### config.mk
export PLATFORM = sky130hd
export DESIGN_NAME = capt_unit
export DESIGN_NICKNAME = d
export VERILOG_FILES = /design/src/rtl/capt_pkg.sv /design/src/rtl/capt_pin_sync.sv /design/src/rtl/capt_edge_det.sv /design/src/rtl/capt_seq.sv /design/src/rtl/capt_unit.sv
export SDC_FILE = /design/constraint.sdc
export NUM_CORES = 1
export LEC_CHECK = 0
export ABC_AREA = 1
export BUFFER_PORTS_ARGS = -buffer_cell sky130_fd_sc_hd__buf_2
export CELL_PAD_IN_SITES_DETAIL_PLACEMENT = 0
export CELL_PAD_IN_SITES_GLOBAL_PLACEMENT = 1
export CORE_MARGIN = 2
export CORE_UTILIZATION = 33
export DETAILED_ROUTE_END_ITERATION = 10
export HOLD_SLACK_MARGIN = 0.06
export PLACE_DENSITY = 0.84
export SYNTH_ARGS = -nofsm -noshare
export SYNTH_HDL_FRONTEND = slang
export SYNTH_SLANG_ARGS = --single-unit
### constraint.sdc
create_clock -name clk -period 1.4 [get_ports clk]
set_input_delay 0.42 -clock clk [delete_from_list [all_inputs] [get_ports clk]]
set_output_delay 0.42 -clock clk [all_outputs]
set_load 0.005 [all_outputs]
### src/rtl/capt_pkg.sv
package capt_pkg;

  typedef enum logic [1:0] {
    EDGE_OFF  = 2'd0,
    EDGE_RISE = 2'd1,
    EDGE_FALL = 2'd2,
    EDGE_ANY  = 2'd3
  } edge_mode_e;

  localparam int SLOTS = 2;
  localparam int SEQ_W = $clog2(SLOTS + 1);

  // True when the transition prev -> cur matches the selected mode.
  function automatic logic edge_hit(edge_mode_e mode, logic prev, logic cur);
    logic rise;
    logic fall;
    rise = !prev && cur;
    fall = prev && !cur;
    unique case (mode)
      EDGE_RISE: edge_hit = rise;
      EDGE_FALL: edge_hit = fall;
      EDGE_ANY:  edge_hit = rise || fall;
      default:   edge_hit = 1'b0;
    endcase
  endfunction

  // Position in the sequence (0-based) whose capture raises the event.
  function automatic logic [SEQ_W-1:0] event_slot(logic second_sel);
    event_slot = second_sel ? SEQ_W'(1) : SEQ_W'(0);
  endfunction

  // Sequence restarts when the mode leaves the disabled state.
  function automatic logic leaves_off(edge_mode_e prev_mode, edge_mode_e cur_mode);
    leaves_off = (prev_mode == EDGE_OFF) && (cur_mode != EDGE_OFF);
  endfunction

endpackage

### src/rtl/capt_pin_sync.sv
module capt_pin_sync #(
  parameter int STAGES = 2
) (
  input  logic clk,
  input  logic rst_n,
  input  logic pin_i,
  output logic pin_s_o,
  output logic pin_q_o
);

  localparam int DEPTH = (STAGES < 2) ? 2 : STAGES;

  logic [DEPTH-1:0] chain_q;
  logic             prev_q;

  genvar g;
  generate
    for (g = 0; g < DEPTH; g++) begin : g_stage
      if (g == 0) begin : g_first
        always_ff @(posedge clk or negedge rst_n) begin
          if (!rst_n) chain_q[0] <= 1'b0;
          else        chain_q[0] <= pin_i;
        end
      end else begin : g_next
        always_ff @(posedge clk or negedge rst_n) begin
          if (!rst_n) chain_q[g] <= 1'b0;
          else        chain_q[g] <= chain_q[g-1];
        end
      end
    end
  endgenerate

  always_ff @(posedge clk or negedge rst_n) begin
    if (!rst_n) prev_q <= 1'b0;
    else        prev_q <= chain_q[DEPTH-1];
  end

  assign pin_s_o = chain_q[DEPTH-1];
  assign pin_q_o = prev_q;

endmodule

### src/rtl/capt_edge_det.sv
module capt_edge_det
  import capt_pkg::*;
(
  input  edge_mode_e mode_i,
  input  logic       pin_dir_in_i,
  input  logic       pin_s_i,
  input  logic       pin_q_i,
  output logic       hit_o
);

  always_comb begin
    hit_o = pin_dir_in_i && edge_hit(mode_i, pin_q_i, pin_s_i);
  end

endmodule

### src/rtl/capt_seq.sv
module capt_seq
  import capt_pkg::*;
#(
  parameter int CNT_W = 32
) (
  input  logic             clk,
  input  logic             rst_n,
  input  logic             hit_i,
  input  logic             restart_i,
  input  logic             second_sel_i,
  input  logic [CNT_W-1:0] cnt_i,
  output logic [CNT_W-1:0] slot_o [SLOTS],
  output logic             evt_o,
  output logic [SEQ_W-1:0] seq_o,
  output logic             take_o
);

  logic [SEQ_W-1:0] seq_q;
  logic             armed;
  logic             evt_q;

  assign armed  = (seq_q < SEQ_W'(SLOTS));
  assign take_o = hit_i && armed && !restart_i;

  always_ff @(posedge clk or negedge rst_n) begin
    if (!rst_n) begin
      seq_q <= '0;
      evt_q <= 1'b0;
    end else if (restart_i) begin
      seq_q <= '0;
      evt_q <= 1'b0;
    end else if (take_o) begin
      seq_q <= seq_q + SEQ_W'(1);
      evt_q <= (seq_q == event_slot(second_sel_i));
    end else begin
      evt_q <= 1'b0;
    end
  end

  genvar s;
  generate
    for (s = 0; s < SLOTS; s++) begin : g_slot
      logic [CNT_W-1:0] val_q;
      always_ff @(posedge clk or negedge rst_n) begin
        if (!rst_n)                                   val_q <= '0;
        else if (take_o && (seq_q == SEQ_W'(s)))      val_q <= cnt_i;
      end
      assign slot_o[s] = val_q;
    end
  endgenerate

  assign evt_o = evt_q;
  assign seq_o = seq_q;

endmodule

### src/rtl/capt_unit.sv
module capt_unit
  import capt_pkg::*;
#(
  parameter int CNT_W       = 32,
  parameter int SYNC_STAGES = 2
) (
  input  logic             clk,
  input  logic             rst_n,
  input  logic [CNT_W-1:0] cnt_i,
  input  logic             pin_i,
  input  logic [1:0]       edge_mode_i,
  input  logic             pin_dir_in_i,
  input  logic             second_sel_i,
  input  logic             capt_clr_i,
  output logic [CNT_W-1:0] capt1_o,
  output logic [CNT_W-1:0] capt2_o,
  output logic             capt_evt_o
);

  edge_mode_e       mode;
  edge_mode_e       mode_q;
  logic             pin_s;
  logic             pin_q;
  logic             hit;
  logic             rearm;
  logic             restart;
  logic             take;
  logic [SEQ_W-1:0] seq_cnt;
  logic [CNT_W-1:0] slots [SLOTS];

  assign mode = edge_mode_e'(edge_mode_i);

  always_ff @(posedge clk or negedge rst_n) begin
    if (!rst_n) mode_q <= EDGE_OFF;
    else        mode_q <= mode;
  end

  assign rearm   = leaves_off(mode_q, mode);
  assign restart = capt_clr_i || rearm;

  capt_pin_sync #(.STAGES(SYNC_STAGES)) u_sync (
    .clk     (clk),
    .rst_n   (rst_n),
    .pin_i   (pin_i),
    .pin_s_o (pin_s),
    .pin_q_o (pin_q)
  );

  capt_edge_det u_edge (
    .mode_i       (mode),
    .pin_dir_in_i (pin_dir_in_i),
    .pin_s_i      (pin_s),
    .pin_q_i      (pin_q),
    .hit_o        (hit)
  );

  capt_seq #(.CNT_W(CNT_W)) u_seq (
    .clk          (clk),
    .rst_n        (rst_n),
    .hit_i        (hit),
    .restart_i    (restart),
    .second_sel_i (second_sel_i),
    .cnt_i        (cnt_i),
    .slot_o       (slots),
    .evt_o        (capt_evt_o),
    .seq_o        (seq_cnt),
    .take_o       (take)
  );

  assign capt1_o = slots[0];
  assign capt2_o = slots[1];

endmodule

==> results of run 1 <==
## worst reg2reg max path, cell delays in order, from the launching register on
cell and delay (ps):
sky130_fd_sc_hd__dfrtp_1 350, sky130_fd_sc_hd__inv_1 50, sky130_fd_sc_hd__ha_1 280, sky130_fd_sc_hd__nor2_1 100, sky130_fd_sc_hd__nor2_1 70, sky130_fd_sc_hd__nor2_4 180
sky130_fd_sc_hd__nand3_2 130, sky130_fd_sc_hd__buf_6 190, sky130_fd_sc_hd__nand2_1 80, sky130_fd_sc_hd__nand2_1 50
## worst paths after layout
| check | start | endpoint | cells after the start | slack, ps |
|---|---|---|---|---|
| max | u_sync.pin_s_o | u_seq.g_slot[1].val_q[15] | 9 | -160 |
| min | pin_i | u_sync.chain_q[0] | 1 | 190 |
| max reg2reg | u_sync.pin_s_o | u_seq.g_slot[1].val_q[15] | 9 | -160 |
| min reg2reg | u_sync.chain_q[0] | u_sync.pin_s_o | 0 | 360 |
| max in group asynchronous | rst_n | mode_q[1] | 3 | 500 |
| min in group asynchronous | rst_n | u_seq.g_slot[1].val_q[12] | 2 | 470 |
## per-stage QoR
stage | area [sq um] | total power, uW | util (%) | cells
floorplan | 3050 | 3230 | - | 327
global placement | 3740 | 3880 | 41.1 | 533
detailed placement | 3740 | 3920 | 41.1 | 533
CTS | 3940 | 5380 | 43.3 | 550
global route | 3940 | 5670 | 43.3 | 550
finish | 3940 | 5300 | 43.3 | 550
## flip-flops by register name, summed over array words and instances (netlist names)
signal              flops
u_seq.g_slot.val_q     64
mode_q                  2
u_seq.seq_o             2
u_seq.evt_o             1
u_sync.chain_q          1
u_sync.pin_q_o          1
u_sync.pin_s_o          1
## power groups by stage
stage / Combinational, uW / Clock (uW) / Sequential, uW
final: 1150 / 1430 / 2720
after detailed placement: 1160 / 0 / 2750
after global placement: 1130 / 0 / 2750
after floorplan: 456 / 0 / 2770
after global routing: 1330 / 1570 / 2770
after CTS: 1170 / 1490 / 2720
## logic make-up (layout without fill, tap and decap cells)
logic type | count (synthesis) | after routing | synth area share (%)
AOI/OAI and AO/OA | 1 | 1 | 0.533
xor gates and xnor gates | 1 | 1 | 0.287
adders and majority gates | 4 | 4 | 1.64
buffers and inverters | 37 | 149 | 6.03
DFF | 72 | 72 | 59.1
and+or+nand+nor | 212 | 212 | 32.4
## routing by layer
metal  track usage, %  part of all wire (%)  up-vias
li1                 -                     -     1306
met1             22.4                    46     1297
met2             26.3                    46       93
met3             4.04                   6.5       15
met4             6.64                   1.9        0
met5                0                     0        -
## synth_stat cells, drive strengths merged
cell    count  area [sq um]
a21oi       1          16.3
nor2        6          30.0
nand4      64           400
buf        16           104
xor2        1          8.76
dfrtp      72          1800
clkbuf     12          46.3
clkinv      1          3.75
inv         8          30.0
nand2     135           509
ha          4          50.1
nand3       7          50.1
## repair_timing
action,CTS,global route
endpoints found under the hold margin,11,0
hold buffers,1,0
gates resized for setup,6,0
endpoints found under the setup margin,67,67
## area by class of cell
cell class / count / area (sq um) / share of cell area [%]
repair buffers: 124 / 732 / 18.6
well taps: 111 / 139 / 3.52
clock buffers: 12 / 145 / 3.68
clock inverters: 4 / 20.0 / 0.508
inverters: 9 / 33.8 / 0.857
multi-input cells: 218 / 1070 / 27.2
flip-flops and latches: 72 / 1800 / 45.7
==> run summary, run 1 <==
## Die
- 9110 sq um — CORE AREA
- 105 — I/O pin count
- 10000 sq um — Die ar.
- 33.5% — starting utilization of the core area
- 100 um — Die X
- 35 — floorplan row count
- 100 um — Chip Height

## Critical path
- register — type of destination of the critical path
- sky130_fd_sc_hd__dfrtp_1 — cell with the largest stage delay on the worst path
- register to register — category of the critical setup timing path
- 350 ps — Largest stage delay, worst path
- 2 — number of buffers and inverters on the critical path
- 1640 ps — Required @ worst endpoint
- inv_1 -> ha_1 -> nor2_1 -> nor2_1 -> nor2_4 -> nand3_2 -> buf_6 -> nand2_1 -> nand2_1 — worst path cell trace
- 18 — critical path peak fanout
- 1800 ps — Data arrival, critical path
- simple AND/OR/NAND/NOR gates — kind of cell with the highest combined delay on the critical path
- register — Critical Path Source Type

## Clocking
- sky130_fd_sc_hd__clkbuf_8 — Clk Tree Root Cell
- 0 — number of buffers added for setup after CTS
- 3 — CTS H-tree depth
- 80 ps — clock transition time at the flip-flop clock pins of the worst setup and hold paths
- 2 — Clock Path Buffers
- built — TritonCTS clock tree
- 72 — total number of clock tree sinks
- 340 ps — later-pin clock latency in the skew report
- 9 — Num CTS Buffers

## Synthesis
- 327 — synthesized instance count
- 0 — Synth warnings
- 9.33 sq um — Mean Syn Cell Area
- 371 — number of nets produced by synthesis
- 59.1% — sequential fraction of the synthesis area
- 19 — number of distinct library cells after synthesis
- 72 — total of flip-flops plus latches after synthesis
- 3050 sq um — cell area after synthesis

## GRT
- 0 — antenna violations before repair
- 29 — maximum number of pins on one net before global-route repair
- 16.7% — Tot GR Track Use
- 2697 — vias in the first global route
- 13200 um — first-pass GRT wire length
- 0 — aggregate global routing overflow

## Timing
- 82.3% — Max-slew headroom
- 265 ps — measured slew at the worst slew-check pin
- 0 — Hold Vio Cnt, Final
- 0 — total count of max-transition violations in the final report
- 189 ps — worst slack on hold paths
- 640 MHz — timing-limited maximum frequency
- 1560 ps — clock period minus worst slack
- 112% — final cycle utilization of the critical path
- 67 — final setup violation count
- -162 ps — worst path setup slack after routing
- yes — unrepaired setup endpoints after global routing
- 7.18 ps — Fin Clk Skew
- -9400 ps — total negative slack

## Run
- 0 — number of max-cap violations

## Layout
- sky130_fd_sc_hd__nand2_1 (134), sky130_fd_sc_hd__buf_2 (103), sky130_fd_sc_hd__dfrtp_1 (72), sky130_fd_sc_hd__nand4_1 (64), sky130_fd_sc_hd__buf_4 (12) — highest-count cells in the layout ignoring fill and taps
- 478 — number of nets in the layout
- 932 — filler cell count
- 29.3% — synthesis-to-finish area growth
- 33.3% — share of cells above drive strength 1
- 0 — Ant. Diodes
- sky130_fd_sc_hd__nand2_1 — most common cell after layout, fill and taps aside

## Routing
- 0 — DRT antenna net count
- 164 — initial DRC count
- 14.4 um — WL per Instance
- 2711 — Vias
- 6 — detailed-router iteration count before antenna repair
- 0 — detailed-route DRC error count
- 4.93 — drt via density
- 7950 um — final wirelength

## Pwr
- 1340 nW/um^2 — power per cell area
- 0.559 mV — largest voltage drop on the vdd net
- 30.2% — switching part of the total
- 51.4% — relative contribution of sequential cells to total power
- 3700 uW — cell internal pwr
- 21.7% — Combinational Power Share
- 0.00225 uW — Pleak
- 27.0% — Clock Power Share
- 1600 uW — P_sw

## Outcome
- complete, but fails checks — result of the run
- setup timing — violated checks

## Worst hold path
- input pin to register — Hold Path Class

## Placed design
- 5590 um — detailed placer's ending HPWL
- -164 ps — Placement Setup Slack
- 0.784 — Placer Congestion
- 104 — number of port buffers

(Power assumes the default switching activity.)
==> run 2: changes to the inputs <==
--- a/config.mk
+++ b/config.mk
@@ -17,3 +17,4 @@
 export SYNTH_ARGS = -nofsm -noshare
 export SYNTH_HDL_FRONTEND = slang
 export SYNTH_SLANG_ARGS = --single-unit
+export TNS_END_PERCENT = 5
==> run summary, run 2 (synthesized netlist as in run 1, its figures left out) <==
## Pwr
- 0.00227 uW — Pleak, +0.63%
- 0.692 mV — largest voltage drop on the vdd net, +24%
- 5580 uW — Final Power, +5.4%
- 1400 nW/um^2 — power per cell area, +4.2%

## Clocking
- 0 — number of buffers added for setup after CTS, unchanged
- 80 ps — clock transition time at the flip-flop clock pins of the worst setup and hold paths, about the same
- 340 ps — later-pin clock latency in the skew report, about the same
- 2 — Clock Path Buffers, unchanged
- built — TritonCTS clock tree
- sky130_fd_sc_hd__clkbuf_8 — Clk Tree Root Cell
- 3 — CTS H-tree depth, unchanged
- 9 — Num CTS Buffers, unchanged
- 72 — total number of clock tree sinks, unchanged

## Die
- 100 um — Die X, unchanged
- 10000 sq um — Die ar., unchanged
- 35 — floorplan row count, unchanged
- 105 — I/O pin count, unchanged
- 100 um — Chip Height, unchanged
- 9110 sq um — CORE AREA, unchanged
- 33.5% — starting utilization of the core area, unchanged

## Layout
- sky130_fd_sc_hd__nand2_1 (134), sky130_fd_sc_hd__buf_2 (103), sky130_fd_sc_hd__dfrtp_1 (72), sky130_fd_sc_hd__nand4_1 (64), sky130_fd_sc_hd__buf_4 (13) — highest-count cells in the layout ignoring fill and taps
- 930 — filler cell count, -0.21%
- u_seq.g_slot.val_q — register with the highest flop count
- 0 — Ant. Diodes, unchanged
- 30.8% — synthesis-to-finish area growth
- 33.3% — share of cells above drive strength 1, +0.076 points
- sky130_fd_sc_hd__nand2_1 — most common cell after layout, fill and taps aside
- 64 — number of flip-flops under the largest register name, unchanged
- 477 — number of nets in the layout, -0.21%
- 549 — Layout Cells excl Fill, -0.18%

## Timing
- 9.04 ps — Fin Clk Skew, +1.87 ps
- 67 — final setup violation count, unchanged
- 0 — Hold Vio Cnt, Final, unchanged
- 0 — total count of max-transition violations in the final report, unchanged
- -10790 ps — total negative slack, -1390 ps
- 1580 ps — clock period minus worst slack, +20.4 ps
- 84.4% — Max-slew headroom, +2.1 points
- 113% — final cycle utilization of the critical path, +1.5 points
- 234 ps — measured slew at the worst slew-check pin, -31.6 ps
- 632 MHz — timing-limited maximum frequency, -1.3%
- -182 ps — worst path setup slack after routing, -20.4 ps
- yes — unrepaired setup endpoints after global routing

## Routing
- 2696 — Vias, -0.55%
- 4.91 — drt via density, -0.37%
- 14.6 um — WL per Instance, +0.80%
- 0 — DRT antenna net count, unchanged
- 103 — initial DRC count, -37%
- 8000 um — final wirelength, +0.62%
- 4 — detailed-router iteration count before antenna repair, -2
- 0 — detailed-route DRC error count, unchanged

## GRT
- 16.6% — Tot GR Track Use, -0.11 points
- 0 — antenna violations before repair, unchanged
- 12900 um — first-pass GRT wire length, -1.9%
- 2594 — vias in the first global route, -3.8%
- 0 — aggregate global routing overflow, unchanged
- 55 — maximum number of pins on one net before global-route repair, +90%

## Worst hold path
- input pin to register — Hold Path Class

## Outcome
- setup timing — violated checks
- complete, but fails checks — result of the run

## Critical path
- 19 — critical path peak fanout, +1
- inv_1 -> ha_1 -> nor2_1 -> nor2_1 -> nor2_4 -> nand3_2 -> buf_12 -> nand2_1 -> nand2_1 — worst path cell trace
- 1630 ps — Required @ worst endpoint, about the same
- register — Critical Path Source Type
- 350 ps — Largest stage delay, worst path, about the same
- sky130_fd_sc_hd__dfrtp_1 — cell with the largest stage delay on the worst path
- register — type of destination of the critical path
- 1810 ps — Data arrival, critical path, about the same
- register to register — category of the critical setup timing path

## Run
- 0 — number of max-cap violations, unchanged

## Placed design
- 0.768 — Placer Congestion, -2.0%
- 5520 um — detailed placer's ending HPWL, -1.2%
- 532 — Post-Place Cells, -0.19%
- 104 — number of port buffers, unchanged

[run 2: cell types whose count changed in the layout (fill, tap and decap cells not counted)]
cell,previous run,this run
sky130_fd_sc_hd__clkinvlp_4,0,1
sky130_fd_sc_hd__nand3_2,2,3
sky130_fd_sc_hd__clkbuf_1,2,1
sky130_fd_sc_hd__nand3_4,1,0
sky130_fd_sc_hd__buf_4,12,13
sky130_fd_sc_hd__inv_6,0,1
sky130_fd_sc_hd__clkbuf_8,10,11
sky130_fd_sc_hd__clkinv_2,4,1
sky130_fd_sc_hd__buf_6,5,0
sky130_fd_sc_hd__buf_12,3,6
sky130_fd_sc_hd__bufinv_16,0,1
[run 2: metal layers]
| metal | wire length [um] | up-vias | global-route usage [%] | part of all wire [%] |
|---|---|---|---|---|
| met4 | 119 | 0 | 6.64 | 1.5 |
| met2 | 3710 | 94 | 25.6 | 46 |
| met5 | 0 | - | 0 | 0 |
| met1 | 3670 | 1285 | 22.8 | 46 |
| li1 | - | 1307 | - | - |
| met3 | 503 | 10 | 3.83 | 6.3 |
[run 2: critical path, delay by kind of cell (launching register included)]
kind	cells	cell delay [ps]
and+or+nand+nor	6	580
adders and majority gates	1	290
DFF	1	350
buffers and inverters	2	230
[run 2: final cells by class]
cell class / instances / area [sq um] / area share [%]
inverters: 9 / 33.8 / 0.847
multi-input cells: 218 / 1060 / 26.7
clock inverters: 4 / 51.3 / 1.29
well taps: 111 / 139 / 3.48
flip-flops and latches: 72 / 1800 / 45.2
repair buffers: 123 / 743 / 18.6
clock buffers: 12 / 155 / 3.89
[run 2: path summary, 6_finish.rpt]
kind                                             end               from  cells after the start  slack, ps
max                        u_seq.g_slot[1].val_q[12]     u_sync.pin_s_o                      9       -180
min                                u_sync.chain_q[0]              pin_i                      1        180
max reg2reg                u_seq.g_slot[1].val_q[12]     u_sync.pin_s_o                      9       -180
min reg2reg                           u_sync.pin_s_o  u_sync.chain_q[0]                      0        350
max in group asynchronous  u_seq.g_slot[0].val_q[22]              rst_n                      3        590
min in group asynchronous   u_seq.g_slot[1].val_q[6]              rst_n                      3        580
[run 2: through the flow]
| stage | cell area (sq um) | util, % | worst slack [ps] | hold slack (ps) |
|---|---|---|---|---|
| 2_1_floorplan | 3050 | - | -54.1 | 124 |
| 3_3_place_gp | 3770 | 41.4 | -111 | 333 |
| 3_5_place_dp | 3770 | 41.4 | -172 | 340 |
| 4_1_cts | 3990 | 43.8 | -206 | 156 |
| 5_1_grt | 3990 | 43.8 | -317 | 161 |
| 6_report | 3990 | 43.8 | -182 | 175 |
[run 2: report_power, final]
part	internal, uW	total (uW)	switching (uW)	leakage (uW)
combinational	530	1150	618	0.00123
sequential	2490	2720	233	0.000935
clock	925	1710	784	0.000103
[run 2: what timing repair did]
action,in CTS,in global routing
pin swaps,0,8
endpoints found under the setup margin,67,67
hold buffers,1,0
resized for setup,0,0
endpoints found under the hold margin,60,0
